===== src/rtl/hbx_pkg.sv =====
package hbx_pkg;

   typedef enum logic [2:0] {
      S_IDLE,
      S_CA,
      S_DLY,
      S_DAT,
      S_END
   } hbx_state_e;

   localparam int CA_BYTES = 6;

   localparam logic [2:0] OFF_CMD = 3'd0;
   localparam logic [2:0] OFF_ADR = 3'd1;
   localparam logic [2:0] OFF_CFG = 3'd2;
   localparam logic [2:0] OFF_CTL = 3'd3;
   localparam logic [2:0] OFF_WD0 = 3'd4;
   localparam logic [2:0] OFF_WD1 = 3'd5;
   localparam logic [2:0] OFF_RD0 = 3'd6;
   localparam logic [2:0] OFF_RD1 = 3'd7;

   localparam int BIT_GO = 0;
   localparam int BIT_WR = 1;
   localparam int BIT_RD = 2;

   localparam int CFG_DLY_LSB = 8;

endpackage


===== src/rtl/hbx_regs.sv =====
module hbx_regs
   import hbx_pkg::*;
#(
   parameter int LANES   = 4,
   parameter int DUMMY_W = 4,
   parameter int DBITS   = 64,
   parameter int NW      = 2
) (
   input  logic               clk,
   input  logic               rst_n,
   input  logic               we,
   input  logic [2:0]         waddr,
   input  logic [31:0]        wdata,
   input  logic               idle,
   output logic [7:0]         cmd_q,
   output logic [7:0]         ext_q,
   output logic [31:0]        adr_q,
   output logic [LANES-1:0]   mask_q,
   output logic [DUMMY_W-1:0] dly_q,
   output logic [DBITS-1:0]   wd_q,
   output logic               start,
   output logic               start_rd
);

   logic wr_ok;

   assign wr_ok    = we && idle;
   assign start    = wr_ok && (waddr == OFF_CTL) && wdata[BIT_GO] &&
                     (wdata[BIT_WR] || wdata[BIT_RD]);
   assign start_rd = wdata[BIT_RD];

   always_ff @(posedge clk or negedge rst_n) begin
      if (!rst_n) begin
         cmd_q  <= '0;
         ext_q  <= '0;
         adr_q  <= '0;
         mask_q <= '0;
         dly_q  <= '0;
         wd_q   <= '0;
      end else if (wr_ok) begin
         if (waddr == OFF_CMD) begin
            cmd_q <= wdata[7:0];
            ext_q <= wdata[15:8];
         end
         if (waddr == OFF_ADR) adr_q <= wdata;
         if (waddr == OFF_CFG) begin
            mask_q <= wdata[LANES-1:0];
            dly_q  <= wdata[CFG_DLY_LSB +: DUMMY_W];
         end
         for (int i = 0; i < NW; i++) begin
            if (waddr == OFF_WD0 + 3'(i)) wd_q[DBITS-1-32*i -: 32] <= wdata;
         end
      end
   end

   AST_LOCKED_WHEN_BUSY: assert property (@(posedge clk) disable iff (!rst_n)
      !idle |=> ($stable(cmd_q) && $stable(ext_q) && $stable(adr_q) &&
                 $stable(mask_q) && $stable(dly_q) && $stable(wd_q)));

endmodule


===== src/rtl/hbx_seq.sv =====
module hbx_seq
   import hbx_pkg::*;
#(
   parameter int LANES   = 4,
   parameter int DUMMY_W = 4,
   parameter int CNT_W   = 5
) (
   input  logic               clk,
   input  logic               rst_n,
   input  logic               start,
   input  logic               start_rd,
   input  logic [LANES-1:0]   mask,
   input  logic [DUMMY_W-1:0] dly,
   input  logic               rwds_i,
   output hbx_state_e         state,
   output logic [CNT_W-1:0]   idx,
   output logic               rd_mode,
   output logic               cap,
   output logic               tog
);

   logic [CNT_W-1:0] nb;
   logic [CNT_W-1:0] dly_last;
   logic             rwds_q;
   logic             edge_seen;
   logic             adv;
   logic             active;

   always_comb begin
      nb = '0;
      for (int i = 0; i < LANES; i++) nb = nb + CNT_W'(mask[i]);
      nb = nb << 1;
   end

   assign dly_last  = CNT_W'({dly, 1'b0}) - 1'b1;
   assign edge_seen = rwds_i != rwds_q;
   assign adv       = rd_mode ? edge_seen : 1'b1;
   assign cap       = (state == S_DAT) && rd_mode && edge_seen;
   assign active    = state inside {S_CA, S_DLY, S_DAT};

   always_ff @(posedge clk or negedge rst_n) begin
      if (!rst_n) begin
         state   <= S_IDLE;
         idx     <= '0;
         rd_mode <= 1'b0;
         tog     <= 1'b0;
         rwds_q  <= 1'b0;
      end else begin
         rwds_q <= rwds_i;
         case (state)
            S_IDLE: begin
               if (start) begin
                  state   <= S_CA;
                  idx     <= '0;
                  tog     <= 1'b1;
                  rd_mode <= start_rd;
               end
            end
            S_CA: begin
               tog <= ~tog;
               if (idx == CNT_W'(CA_BYTES - 1)) begin
                  idx <= '0;
                  if (rd_mode && (dly != '0)) state <= S_DLY;
                  else if (nb == '0)          state <= S_END;
                  else                        state <= S_DAT;
               end else begin
                  idx <= idx + 1'b1;
               end
            end
            S_DLY: begin
               tog <= ~tog;
               if (idx == dly_last) begin
                  idx   <= '0;
                  state <= (nb == '0) ? S_END : S_DAT;
               end else begin
                  idx <= idx + 1'b1;
               end
            end
            S_DAT: begin
               tog <= ~tog;
               if (adv) begin
                  if (idx == nb - 1'b1) begin
                     idx   <= '0;
                     state <= S_END;
                  end else begin
                     idx <= idx + 1'b1;
                  end
               end
            end
            default: begin
               state <= S_IDLE;
               tog   <= 1'b0;
            end
         endcase
      end
   end

   AST_CA_SIX_BYTES: assert property (@(posedge clk) disable iff (!rst_n)
      ($past(state) == S_CA && state != S_CA) |-> $past(idx) == CNT_W'(CA_BYTES - 1));
   AST_DDR_ALTERNATE: assert property (@(posedge clk) disable iff (!rst_n)
      (active && $past(active)) |-> tog != $past(tog));
   AST_WRITE_NO_LATENCY: assert property (@(posedge clk) disable iff (!rst_n)
      ($past(state) == S_CA && !rd_mode) |-> state != S_DLY);
   AST_RELEASE_AFTER_ONE: assert property (@(posedge clk) disable iff (!rst_n)
      state == S_END |=> state == S_IDLE);

endmodule


===== src/rtl/hbx_dq.sv =====
module hbx_dq
   import hbx_pkg::*;
#(
   parameter int DBITS = 64,
   parameter int CNT_W = 5
) (
   input  logic             clk,
   input  logic             rst_n,
   input  hbx_state_e       state,
   input  logic [CNT_W-1:0] idx,
   input  logic             rd_mode,
   input  logic             cap,
   input  logic             start,
   input  logic [7:0]       cmd,
   input  logic [7:0]       ext,
   input  logic [31:1]      adr_w,
   input  logic [DBITS-1:0] wd,
   input  logic [7:0]       dq_i,
   output logic [7:0]       dq_o,
   output logic             dq_oe,
   output logic [DBITS-1:0] rd_q
);

   localparam int MAX_B = DBITS / 8;

   logic [47:0]      ca_w;
   logic [47:0]      ca_sh;
   logic [DBITS-1:0] wd_sh;

   assign ca_w  = {cmd, ext, 1'b0, adr_w};
   assign ca_sh = ca_w << {idx, 3'b000};
   assign wd_sh = wd << {idx, 3'b000};
   assign dq_oe = (state == S_CA) || ((state == S_DAT) && !rd_mode);

   always_comb begin
      if (state == S_CA)      dq_o = ca_sh[47 -: 8];
      else if (dq_oe)         dq_o = wd_sh[DBITS-1 -: 8];
      else                    dq_o = 8'h00;
   end

   always_ff @(posedge clk or negedge rst_n) begin
      if (!rst_n) begin
         rd_q <= '0;
      end else if (start) begin
         rd_q <= '0;
      end else if (cap) begin
         for (int k = 0; k < MAX_B; k++) begin
            if (idx == CNT_W'(k)) rd_q[DBITS-1-8*k -: 8] <= dq_i;
         end
      end
   end

   AST_READ_CLEARED: assert property (@(posedge clk) disable iff (!rst_n)
      $past(start) |-> rd_q == '0);

endmodule


===== src/rtl/hbx_engine.sv =====
module hbx_engine
   import hbx_pkg::*;
#(
   parameter int LANES   = 4,
   parameter int DUMMY_W = 4
) (
   input  logic        clk,
   input  logic        rst_n,
   input  logic        reg_we,
   input  logic [2:0]  reg_addr,
   input  logic [31:0] reg_wdata,
   output logic [31:0] reg_rdata,
   output logic        bus_cs_n,
   output logic        bus_ck,
   output logic        bus_ck_n,
   output logic [7:0]  bus_dq_o,
   output logic        bus_dq_oe,
   input  logic [7:0]  bus_dq_i,
   input  logic        bus_rwds_i
);

   localparam int MAX_B    = 2 * LANES;
   localparam int DBITS    = 8 * MAX_B;
   localparam int NW       = DBITS / 32;
   localparam int DLY_SPAN = 2 * ((1 << DUMMY_W) - 1);
   localparam int SPAN_A   = (DLY_SPAN > CA_BYTES) ? DLY_SPAN : CA_BYTES;
   localparam int SPAN     = (SPAN_A > MAX_B) ? SPAN_A : MAX_B;
   localparam int CNT_W    = $clog2(SPAN + 1);

   generate
      if (LANES % 2 != 0 || LANES < 2 || LANES > 4) begin : g_bad_lanes
         $error("hbx_engine: LANES must be 2 or 4");
      end
      if (DUMMY_W < 1 || DUMMY_W > 6) begin : g_bad_dummy
         $error("hbx_engine: DUMMY_W must lie in 1..6");
      end
   endgenerate

   hbx_state_e         state;
   logic [CNT_W-1:0]   idx;
   logic               rd_mode, cap, tog, start, start_rd, idle;
   logic [7:0]         cmd_q, ext_q;
   logic [31:0]        adr_q;
   logic [LANES-1:0]   mask_q;
   logic [DUMMY_W-1:0] dly_q;
   logic [DBITS-1:0]   wd_q, rd_q;
   logic [63:0]        wd_pad, rd_pad;

   assign idle = (state == S_IDLE);

   hbx_regs #(.LANES(LANES), .DUMMY_W(DUMMY_W), .DBITS(DBITS), .NW(NW)) u_regs (
      .clk(clk), .rst_n(rst_n), .we(reg_we), .waddr(reg_addr), .wdata(reg_wdata),
      .idle(idle), .cmd_q(cmd_q), .ext_q(ext_q), .adr_q(adr_q), .mask_q(mask_q),
      .dly_q(dly_q), .wd_q(wd_q), .start(start), .start_rd(start_rd)
   );

   hbx_seq #(.LANES(LANES), .DUMMY_W(DUMMY_W), .CNT_W(CNT_W)) u_seq (
      .clk(clk), .rst_n(rst_n), .start(start), .start_rd(start_rd), .mask(mask_q),
      .dly(dly_q), .rwds_i(bus_rwds_i), .state(state), .idx(idx), .rd_mode(rd_mode),
      .cap(cap), .tog(tog)
   );

   hbx_dq #(.DBITS(DBITS), .CNT_W(CNT_W)) u_dq (
      .clk(clk), .rst_n(rst_n), .state(state), .idx(idx), .rd_mode(rd_mode),
      .cap(cap), .start(start), .cmd(cmd_q), .ext(ext_q), .adr_w(adr_q[31:1]),
      .wd(wd_q), .dq_i(bus_dq_i), .dq_o(bus_dq_o), .dq_oe(bus_dq_oe), .rd_q(rd_q)
   );

   assign bus_cs_n = idle || (state == S_END) ? idle : 1'b0;
   assign bus_ck   = tog && (state inside {S_CA, S_DLY, S_DAT});
   assign bus_ck_n = ~bus_ck;

   assign wd_pad = 64'(wd_q) << (64 - DBITS);
   assign rd_pad = 64'(rd_q) << (64 - DBITS);

   always_comb begin
      case (reg_addr)
         OFF_CMD: reg_rdata = {16'h0000, ext_q, cmd_q};
         OFF_ADR: reg_rdata = adr_q;
         OFF_CFG: reg_rdata = (32'(dly_q) << CFG_DLY_LSB) | 32'(mask_q);
         OFF_CTL: reg_rdata = {31'h0, idle};
         OFF_WD0: reg_rdata = wd_pad[63:32];
         OFF_WD1: reg_rdata = wd_pad[31:0];
         OFF_RD0: reg_rdata = rd_pad[63:32];
         default: reg_rdata = rd_pad[31:0];
      endcase
   end

   AST_BUS_QUIET_IDLE: assert property (@(posedge clk) disable iff (!rst_n)
      bus_cs_n |-> (!bus_dq_oe && !bus_ck));
   AST_STATUS_TRACKS_CS: assert property (@(posedge clk) disable iff (!rst_n)
      (!bus_cs_n && $past(!bus_cs_n)) |-> !reg_rdata[0] || reg_addr != OFF_CTL);

endmodule


===== config.mk =====
export PLATFORM = sky130hd
export DESIGN_NAME = hbx_engine
export DESIGN_NICKNAME = d
export VERILOG_FILES = /design/src/rtl/hbx_pkg.sv /design/src/rtl/hbx_regs.sv /design/src/rtl/hbx_seq.sv /design/src/rtl/hbx_dq.sv /design/src/rtl/hbx_engine.sv
export SDC_FILE = /design/constraint.sdc
export NUM_CORES = 1
export LEC_CHECK = 0
export BUFFER_PORTS_ARGS = -buffer_cell sky130_fd_sc_hd__buf_2
export CORE_MARGIN = 3
export CORE_UTILIZATION = 60
export CTS_CLUSTER_SIZE = 25
export DETAILED_ROUTE_END_ITERATION = 10
export PLACE_DENSITY = 0.8
export SYNTH_ARGS = -nofsm -noshare
export SYNTH_HDL_FRONTEND = slang
export SYNTH_SLANG_ARGS = --single-unit

===== constraint.sdc =====
create_clock -name clk -period 3.3 [get_ports clk]
set_input_delay 0.165 -clock clk [delete_from_list [all_inputs] [get_ports clk]]
set_output_delay 0.165 -clock clk [all_outputs]
set_load 0.1 [all_outputs]

==> flow_summary.yaml, run 1 <==
min_path:
  holdPathStages: 2
  min_to: "u_regs.wd_q[20]$_DFFE_PN0P_"
  hold_path.class: "in -> reg"
  hp-start: "reg_wdata[20]"
cells_and_area:
  instances_no_fill: 1261
  layout_commonest_cell: "dfrtp_1"
  antenna_cells: 0
  fin_util: 0.711
  final_cell_mix: "dfrtp_1 (194), mux2_2 (141), nand2_1 (107)"
  design_area_sq_mm: 0.0120
  syn_to_final_growth_pct: 13.6
  drive_gt1_frac: 0.319
  nets: 1088
timing:
  whs_ps: -0.690
  worstMarginPinSlew_ps: 822
  setup_viol: 0
  max_freq_ghz: 0.332
  setup_tns_ps: 0
  hold_viol: 1
  min_period_over_period: 0.913
  max_slew_margin: 0.450
  finalMaxSlewViolations: 0
  rsz0062_at_grt: "no"
  clock_skew_ps: 12.8
  fin_crit_ps: 3010
grt:
  grt_max_degree: 81
  grt_overflow_total: 0
  grt_pass1_wl_microns: 50600
  grt_pass1_vias: 8513
  grt_usage: 0.338
  antenna_found_initial: 1
placed_design:
  place_area_sq_mm: 0.0114
  dp_cells: 1218
  finalWeightedCongestion: 0.901
  hpwl_microns: 22400
  portBuffers: 90
critical_path:
  critPathMaxFanout: 20
  rr_worst_depth: 11
  start_kind: "register"
  r2r-end: "u_seq.idx[1]$_DFFE_PN0P_"
  r2r_start: "u_regs.mask_q[0]$_DFFE_PN0P_"
  worst_setup_path_end_kind: "output port"
  crit_type: "reg -> out"
  worstPathArrival_ps: 2850
  cp.required_ps: 3130
  reg2reg_setup_slack_ps: 350
job:
  max-cap-violations: 0
floorplan:
  core_sq_mm: 0.0169
  dieArea_sq_mm: 0.0193
  fp.dieH_microns: 139
  initial_utilization: 0.625
  row_count: 47
  die_w_microns: 139
  io_pins: 91
synthesis:
  synth_edf_count: 0
  syn_area_sq_mm: 0.0106
  yosysSeqAreaShare: 0.461
  synth.avg_cell_area_sq_um: 11.0
  synth_fp_nets: 1018
  synth_cell_types: 60
  synth_ff_type: "dfrtp_1"
  synthCells: 959
  async_flop_share: 1.00
  ys_ff_latch: 195
  yosysWarnings: 0
drt:
  antenna_left: 0
  viasPerCell: 6.84
  wl_per_cell_microns: 25.8
  dr_total_vias: 8620
  drt_iter0_drc: 1238
  route.detailed.drc: 0
  routed_wl_microns: 32500
  drt_first_pass_iters: 8
power:
  clock_power_share: 0.172
  comb_power_share: 0.469
  pwr_density_cell_mw_per_mm2: 965
  swShare: 0.446
  p_int_mw: 6.43
  switching_power_mw: 5.18
  vdd_ir_drop_max_uv: 651
  leakage_nw: 5.29
  p_seq_frac: 0.359
clock_network:
  clock_sinks: 195
  ctsHoldBuffers: 12
  cts.root.buffer_cell: "clkbuf_16"
  insertion_delay_ps: 450
  cts_tree: "done"
  cts_setup_buffers: 0
  numCtsBuffers: 17
  htreeDepth: 4
  cts_resized: 0
  clock_path_buffers: 2
  path_clk_slew_ps: 70
status:
  outcome: "finished with violations"
  violations: "negative hold slack"
==> registers in the layout (all words and copies together) (netlist names), 3 cells and up <==
name / cells
u_regs.mask_q: 4
u_regs.adr_q: 32
u_seq.idx: 5
u_dq.rd_q: 64
u_regs.dly_q: 4
u_regs.ext_q: 8
u_seq.state: 3
u_regs.cmd_q: 8
u_regs.wd_q: 64
==> how the worst max path moves through the flow <==
stage / start / end / slack [ps] / depth (start not counted)
2_1_floorplan: u_seq.state[1]$_DFFE_PN0P_ / bus_ck / 20 / 3
5_1_grt: u_seq.idx[1]$_DFFE_PN0P_ / bus_dq_o[7] / 150 / 6
3_5_place_dp: u_regs.mask_q[0]$_DFFE_PN0P_ / u_seq.idx[1]$_DFFE_PN0P_ / 350 / 11
6_report: u_seq.idx[0]$_DFFE_PN0P_ / bus_dq_o[2] / 290 / 5
4_1_cts: u_seq.idx[0]$_DFFE_PN0P_ / bus_dq_o[2] / 330 / 5
3_3_place_gp: u_regs.mask_q[0]$_DFFE_PN0P_ / u_seq.idx[1]$_DFFE_PN0P_ / 390 / 11
==> layout make-up <==
type                    instances  area, sq um
multi-input cells             668         5260
flip-flops and latches        195         4880
fillers                      1201         4900
clock buffers                  20          447
repair buffers                130         1000
well taps                     220          275
clock inverters                11          106
inverters                      17         63.8
==> critical path, cell delays in order, from the launching register on <==
cell     delay (ps)
dfrtp_2         730
buf_4           430
mux4_2          560
a21oi_1         240
o22ai_1         110
buf_2           330
==> metal layers <==
| layer | routed length (microns) | up-vias | global-route usage | part of all wire |
|---|---|---|---|---|
| met5 | 0 | - | 0 | 0 |
| met4 | 1150 | 0 | 0.131 | 0.035 |
| met3 | 3730 | 106 | 0.0900 | 0.11 |
| met2 | 15200 | 596 | 0.518 | 0.47 |
| met1 | 12500 | 4288 | 0.467 | 0.38 |
| li1 | - | 3630 | - | - |
==> power by group through the flow <==
| stage | combinational (mW) | clock [mW] | sequential [mW] |
|---|---|---|---|
| detailed placement | 5.36 | 0 | 4.13 |
| global placement | 5.21 | 0 | 4.08 |
| floorplan | 4.38 | 0 | 3.67 |
| CTS | 5.41 | 1.99 | 4.11 |
| global route | 5.76 | 2.10 | 4.24 |
| finish | 5.45 | 2.00 | 4.16 |
==> synth_stat cells (11+ instances only) <==
| cell | number | area share |
|---|---|---|
| a21oi_1 | 84 | 0.040 |
| a22o_1 | 11 | 0.0091 |
| a22oi_1 | 21 | 0.015 |
| buf_2 | 35 | 0.017 |
| clkbuf_1 | 28 | 0.0099 |
| dfrtp_1 | 195 | 0.46 |
| ha_1 | 11 | 0.013 |
| inv_1 | 16 | 0.0057 |
| mux2_2 | 141 | 0.15 |
| mux2i_1 | 34 | 0.032 |
| mux4_2 | 33 | 0.070 |
| nand2_1 | 107 | 0.038 |
| nand3_1 | 70 | 0.033 |
| nor2_1 | 40 | 0.014 |
| o21ai_0 | 16 | 0.0076 |
| o22ai_1 | 16 | 0.0095 |
==> logic make-up (layout without fill, tap and decap cells) <==
group,Yosys count,in the layout,share of synthesized area
AO/OA/AOI/OAI,181,181,0.106
flip-flops,195,195,0.461
multiplexers,208,208,0.252
adder cells (fa/ha/maj),12,12,0.0149
AND/OR/NAND/NOR,256,256,0.113
XOR/XNOR,11,11,0.00910
buffers and inverters,96,178,0.0435
==> through the flow <==
stage | worst slack (ps) | power [mW] | hold WS, ps
6_report | 286 | 11.6 | -0.690
5_1_grt | 155 | 12.1 | 1.56
4_1_cts | 326 | 11.5 | 2.33
3_5_place_dp | 353 | 9.49 | 238
3_3_place_gp | 394 | 9.28 | 241
2_1_floorplan | 18.2 | 8.05 | -131
(Power assumes the default switching activity.)
==> run 2: changes to the inputs <==
--- a/config.mk
+++ b/config.mk
@@ -7,10 +7,10 @@
 export LEC_CHECK = 0
 export BUFFER_PORTS_ARGS = -buffer_cell sky130_fd_sc_hd__buf_2
 export CORE_MARGIN = 3
-export CORE_UTILIZATION = 60
+export CORE_UTILIZATION = 55
 export CTS_CLUSTER_SIZE = 25
 export DETAILED_ROUTE_END_ITERATION = 10
-export PLACE_DENSITY = 0.8
+export PLACE_DENSITY = 0.77
 export SYNTH_ARGS = -nofsm -noshare
 export SYNTH_HDL_FRONTEND = slang
 export SYNTH_SLANG_ARGS = --single-unit
==> constraint.sdc (replaced) <==
create_clock -name clk -period 2.54 [get_ports clk]
set_input_delay 0.127 -clock clk [delete_from_list [all_inputs] [get_ports clk]]
set_output_delay 0.127 -clock clk [all_outputs]
set_load 0.1 [all_outputs]
==> run 2 against run 1 <==
  * The run ends with negative setup slack left
  * Global-route usage down 1.3 points
  * Combinational power up 55%
  * Sequential share of layout area down 3.0 points
  * Critical path type is now reg -> reg
  * Highest routed layer unchanged
==> flow_summary.yaml, run 2 (synthesis gave the netlist of run 1 again) <==
status:
  outcome: "finished with violations"
  violations: "negative setup slack"
timing:
  finalMaxSlewViolations: 0
  setup_ws_ps: -173
  whs_ps: 20.3
  hold_viol: 0
  min_period_over_period: 1.07
  max_slew_margin: 0.491
  setup_viol: 7
  fin_crit_ps: 2710
  rsz0062_at_grt: "yes"
  worstMarginPinSlew_ps: 764
  setup_tns_ps: -890
  clock_skew_ps: 12.1
  max_freq_ghz: 0.369
floorplan:
  initial_utilization: 0.562
  die_w_microns: 145
  core_sq_mm: 0.0188
  fp.dieH_microns: 145
  row_count: 50
  dieArea_sq_mm: 0.0210
  io_pins: 91
min_path:
  hp-start: "reg_wdata[15]"
  holdPathStages: 2
  min_to: "u_regs.ext_q[7]$_DFFE_PN0P_"
  hold_path.class: "in -> reg"
cells_and_area:
  drive_gt1_frac: 0.370
  top_regs: "u_dq.rd_q x64, u_regs.wd_q x64, u_regs.adr_q x32"
  syn_to_final_growth_pct: 22.8
  final_cell_mix: "dfrtp_1 (193), mux2_2 (141), nand2_1 (106)"
  nets: 1129
  layout_commonest_cell: "dfrtp_1"
  antenna_cells: 0
  design_area_sq_mm: 0.0130
power:
  comb_power_share: 0.509
  swShare: 0.422
  clock_power_share: 0.172
  p_seq_frac: 0.319
  vdd_ir_drop_max_uv: 657
  leakage_nw: 5.64
  switching_power_mw: 7.00
  p_int_mw: 9.60
  pwr_density_cell_mw_per_mm2: 1280
critical_path:
  critPathMaxFanout: 6
  crit_type: "reg -> reg"
  r2r-end: "u_seq.idx[1]$_DFFE_PN0P_"
  worst_setup_path_end_kind: "register"
  start_kind: "register"
  reg2reg_setup_slack_ps: -170
  cp.required_ps: 2870
  rr_worst_depth: 11
  worstPathArrival_ps: 3040
  r2r_start: "u_regs.mask_q[0]$_DFFE_PN0P_"
clock_network:
  insertion_delay_ps: 440
  path_clk_slew_ps: 70
  cts_tree: "done"
  clock_path_buffers: 2
  cts.root.buffer_cell: "clkbuf_16"
  htreeDepth: 4
  numCtsBuffers: 17
  clock_sinks: 195
drt:
  drt-met1-wl_microns: 12600
  wl_met3_microns: 3550
  drt_first_pass_iters: 5
  wl_met2_microns: 15800
  viasPerCell: 6.52
  dr_total_vias: 8743
  antenna_left: 0
  route.detailed.drc: 0
  routed_wl_microns: 33300
  top_layer: "met4"
  drt_iter0_drc: 822
  wl_per_cell_microns: 24.8
grt:
  grt_pass1_wl_microns: 51100
  grt_usage: 0.325
  grt_pass1_vias: 8814
  antenna_found_initial: 0
  grt_max_degree: 72
  grt_overflow_total: 0
placed_design:
  hpwl_microns: 22900
  place_area_sq_mm: 0.0121
  portBuffers: 90
  finalWeightedCongestion: 0.976
job:
  max-cap-violations: 0
run 2: changes by cell type in the layout (fill, tap and decap cells not counted), sizes merged:
cell	before	now
bufinv	1	4
dlygate4sd3	12	24
clkinvlp	6	1
buf	117	146
run 2: repair_timing:
item / in CTS / in global routing
pin swaps: 6 / 1
cloned: 0 / 0
buffers inserted: 1 / 1
hold buffers: 24 / 0
endpoints found under the setup margin: 15 / 15
endpoints found under the hold margin: 133 / 0
resized for setup: 4 / 9
run 2: cell type report:
class	count	area [sq um]
clock buffers	20	457
clock inverters	9	155
fillers	1348	5820
inverters	17	66.3
multi-input cells	668	5460
flip-flops and latches	195	4880
well taps	260	325
repair buffers	171	1670
run 2: per-stage QoR:
| step | setup WS (ps) | std cells | power (mW) | utilization |
|---|---|---|---|---|
| floorplan | -675 | 959 | 10.7 | - |
| global placement | -184 | 1285 | 13.1 | 0.642 |
| detailed placement | -283 | 1285 | 13.3 | 0.642 |
| CTS | -264 | 1339 | 16.3 | 0.688 |
| global route | -284 | 1340 | 17.3 | 0.691 |
| finish | -173 | 1340 | 16.6 | 0.691 |
run 2: how the worst max path moves through the flow:
stage	from	endpoint	slack, ps	depth (start not counted)
2_1_floorplan	u_seq.state[1]$_DFFE_PN0P_	bus_ck	-680	3
3_3_place_gp	u_regs.mask_q[1]$_DFFE_PN0P_	u_seq.idx[1]$_DFFE_PN0P_	-180	11
3_5_place_dp	u_regs.mask_q[0]$_DFFE_PN0P_	u_seq.idx[3]$_DFFE_PN0P_	-280	12
4_1_cts	u_regs.mask_q[0]$_DFFE_PN0P_	u_seq.idx[1]$_DFFE_PN0P_	-260	11
5_1_grt	u_regs.mask_q[1]$_DFFE_PN0P_	u_seq.idx[3]$_DFFE_PN0P_	-280	12
6_report	u_regs.mask_q[0]$_DFFE_PN0P_	u_seq.idx[1]$_DFFE_PN0P_	-170	11
run 2: worst max-delay path: stages (launching register included):
cell      delay [ps]
dfrtp_1          410
ha_4             280
inv_2             30
fa_2             360
ha_4             280
inv_4             40
ha_4             230
xnor2_2          130
nor3_2           100
o211ai_1         140
a211o_1          360
a32o_1           240
run 2: power by group through the flow:
stage          registers [mW]  logic (mW)  clock network, mW
4_1_cts                  5.22        8.24               2.87
5_1_grt                  5.38        8.90               2.99
2_1_floorplan            4.77        5.97                  0
3_3_place_gp             5.19        7.89                  0
3_5_place_dp             5.25        8.07                  0
6_report                 5.30        8.45               2.85
run 2: routing by layer:
metal / vias up / track usage
met5: - / 0
li1: 3722 / -
met3: 101 / 0.0966
met1: 4425 / 0.428
met2: 495 / 0.511
met4: 0 / 0.128
==> run 3: changes to the inputs <==
--- a/config.mk
+++ b/config.mk
@@ -11,6 +11,7 @@
 export CTS_CLUSTER_SIZE = 25
 export DETAILED_ROUTE_END_ITERATION = 10
 export PLACE_DENSITY = 0.77
+export SETUP_SLACK_MARGIN = 0.1
 export SYNTH_ARGS = -nofsm -noshare
 export SYNTH_HDL_FRONTEND = slang
 export SYNTH_SLANG_ARGS = --single-unit
==> run 3 against run 2 <==
  * The run still ends with negative setup slack left
  * Design area is 0.19% lower
  * Critical path depth stayed put
  * Critical endpoint unchanged
  * Maximum frequency is 0.13% lower
  * Clock power is 2% lower
  * Worst hold slack better by 6.0 ps
  * Flip-flop and latch count stayed put
  * Non-clock buffer count is 9 higher
  * Count of clock-buffer cells in the layout is 3 lower
==> flow_summary.yaml, run 3 (synthesis gave the netlist of run 1 again) <==
floorplan:
  row_count: 50
  initial_utilization: 0.562
  core_sq_mm: 0.0188
  fp.dieH_microns: 145
  die_w_microns: 145
  dieArea_sq_mm: 0.0210
  io_pins: 91
drt:
  drt_iter0_drc: 1208
  viasPerCell: 6.51
  wl_per_cell_microns: 24.5
  drt_first_pass_iters: 6
  route.detailed.drc: 0
  antenna_left: 0
  dr_total_vias: 8801
  routed_wl_microns: 33200
timing:
  min_period_over_period: 1.07
  finalMaxSlewViolations: 0
  hold_viol: 0
  whs_ps: 26.4
  clock_skew_ps: 11.8
  fin_crit_ps: 2720
  max_freq_ghz: 0.368
  setup_ws_ps: -177
  rsz0062_at_grt: "yes"
  worstMarginPinSlew_ps: 745
  max_slew_margin: 0.503
  setup_viol: 8
placed_design:
  place_area_sq_mm: 0.0120
  dp_slack_ps: -304
  portBuffers: 90
  hpwl_microns: 22600
  finalWeightedCongestion: 0.930
grt:
  grt_pass1_wl_microns: 50600
  grt_overflow_total: 0
  grt_usage: 0.322
  antenna_found_initial: 0
  grt_max_degree: 73
  grt_pass1_vias: 8750
clock_network:
  cts_tree: "done"
  numCtsBuffers: 17
  clock_path_buffers: 2
  htreeDepth: 4
  insertion_delay_ps: 450
  clock_sinks: 195
  path_clk_slew_ps: 80
  cts.root.buffer_cell: "clkbuf_16"
critical_path:
  path_common_cell: "ha_4"
  crit_type: "reg -> reg"
  critPathMaxFanout: 6
  crit_slowest_cell: "dfrtp_1"
  worst_setup_path_end_kind: "register"
  cp.required_ps: 2880
  rr_worst_depth: 11
  crit_cells: 11
  start_kind: "register"
  crit_chain: "ha_4 -> inv_2 -> fa_2 -> ha_4 -> inv_4 -> ha_4 -> xnor2_2 -> nor3_2 -> o211ai_1 -> a211o_1 -> a32o_1"
  max_stage_delay_ps: 410
  crit_family: "adder cells"
  worstPathArrival_ps: 3060
  critPathBufInv: 2
power:
  leakage_nw: 5.65
  pwr_density_cell_mw_per_mm2: 1260
  vdd_ir_drop_max_uv: 675
  total_power_mw: 16.3
min_path:
  holdPathStages: 3
  hold_path.class: "in -> reg"
cells_and_area:
  antenna_cells: 0
  top_regs: "u_dq.rd_q x64, u_regs.wd_q x64, u_regs.adr_q x32"
  fillers: 1344
  syn_to_final_growth_pct: 22.6
  design_area_sq_mm: 0.0130
  drive_gt1_frac: 0.376
  layout_commonest_cell: "dfrtp_1"
  nets: 1138
  final_cell_mix: "dfrtp_1 (193), mux2_2 (141), nand2_1 (106)"
status:
  violations: "negative setup slack"
  outcome: "finished with violations"
job:
  max-cap-violations: 0
[run 3: cell types whose count changed in the layout (fill, tap and decap cells not counted), sizes merged, moves of 2 or more]
cell,before,now
buf,146,152
inv,18,23
clkbuf,21,18
dlygate4sd3,24,27
bufinv,4,2
clkinvlp,1,3
[run 3: power by group]
part,switching (mW),internal [mW]
Combinational,4.67,3.53
Clock,1.30,1.48
Sequential,1.13,4.19
[run 3: what timing repair did]
item | in CTS | in global routing
setup endpoints to repair | 15 | 80
pin swaps | 13 | 10
endpoints found under the hold margin | 146 | 0
setup buffers | 2 | 3
hold buffers | 27 | 0
gates resized for setup | 15 | 4
[run 3: final cells by class]
type                       instances  area [sq um]  area share
clock buffer                      17           425      0.0328
clock inverter                    15           173      0.0133
inverter                          17          68.8     0.00530
multi-input combinational        668          5470       0.421
sequential                       195          4880       0.376
tap                              260           325      0.0251
timing repair buffer             180          1650       0.127
[run 3: worst min-delay path, cell delays in order]
cell     delay, ps
buf_2          160
nand3_1         90
a21oi_1         60
[run 3: through the flow]
step	util	instances	TNS [ps]
2_1_floorplan	-	959	-1190
3_3_place_gp	0.637	1288	-913
3_5_place_dp	0.637	1288	-1750
4_1_cts	0.687	1349	-1230
5_1_grt	0.690	1352	-2050
6_report	0.690	1352	-1030
[run 3: path summary, 6_finish.rpt]
| kind | from | to | slack (ps) |
|---|---|---|---|
| worst max-delay path | u_regs.mask_q[1]$_DFFE_PN0P_ | u_seq.idx[1]$_DFFE_PN0P_ | -180 |
| worst min-delay path | bus_dq_i[1] | u_dq.rd_q[1]$_DFFE_PN0P_ | 30 |
| worst max register to register | u_regs.mask_q[1]$_DFFE_PN0P_ | u_seq.idx[1]$_DFFE_PN0P_ | -180 |
| worst min register to register | u_seq.tog$_DFFE_PN0P_ | u_seq.tog$_DFFE_PN0P_ | 510 |
| max in group asynchronous | rst_n | u_seq.idx[2]$_DFFE_PN0P_ | 1430 |
| min in group asynchronous | rst_n | u_regs.cmd_q[1]$_DFFE_PN0P_ | 260 |
[run 3: routing by layer]
layer,vias to the layer above,part of all wire,global-route usage
met1,4416,0.39,0.439
met4,0,0.040,0.133
met5,-,0,0
met2,555,0.48,0.504
li1,3726,-,-
met3,104,0.096,0.0720
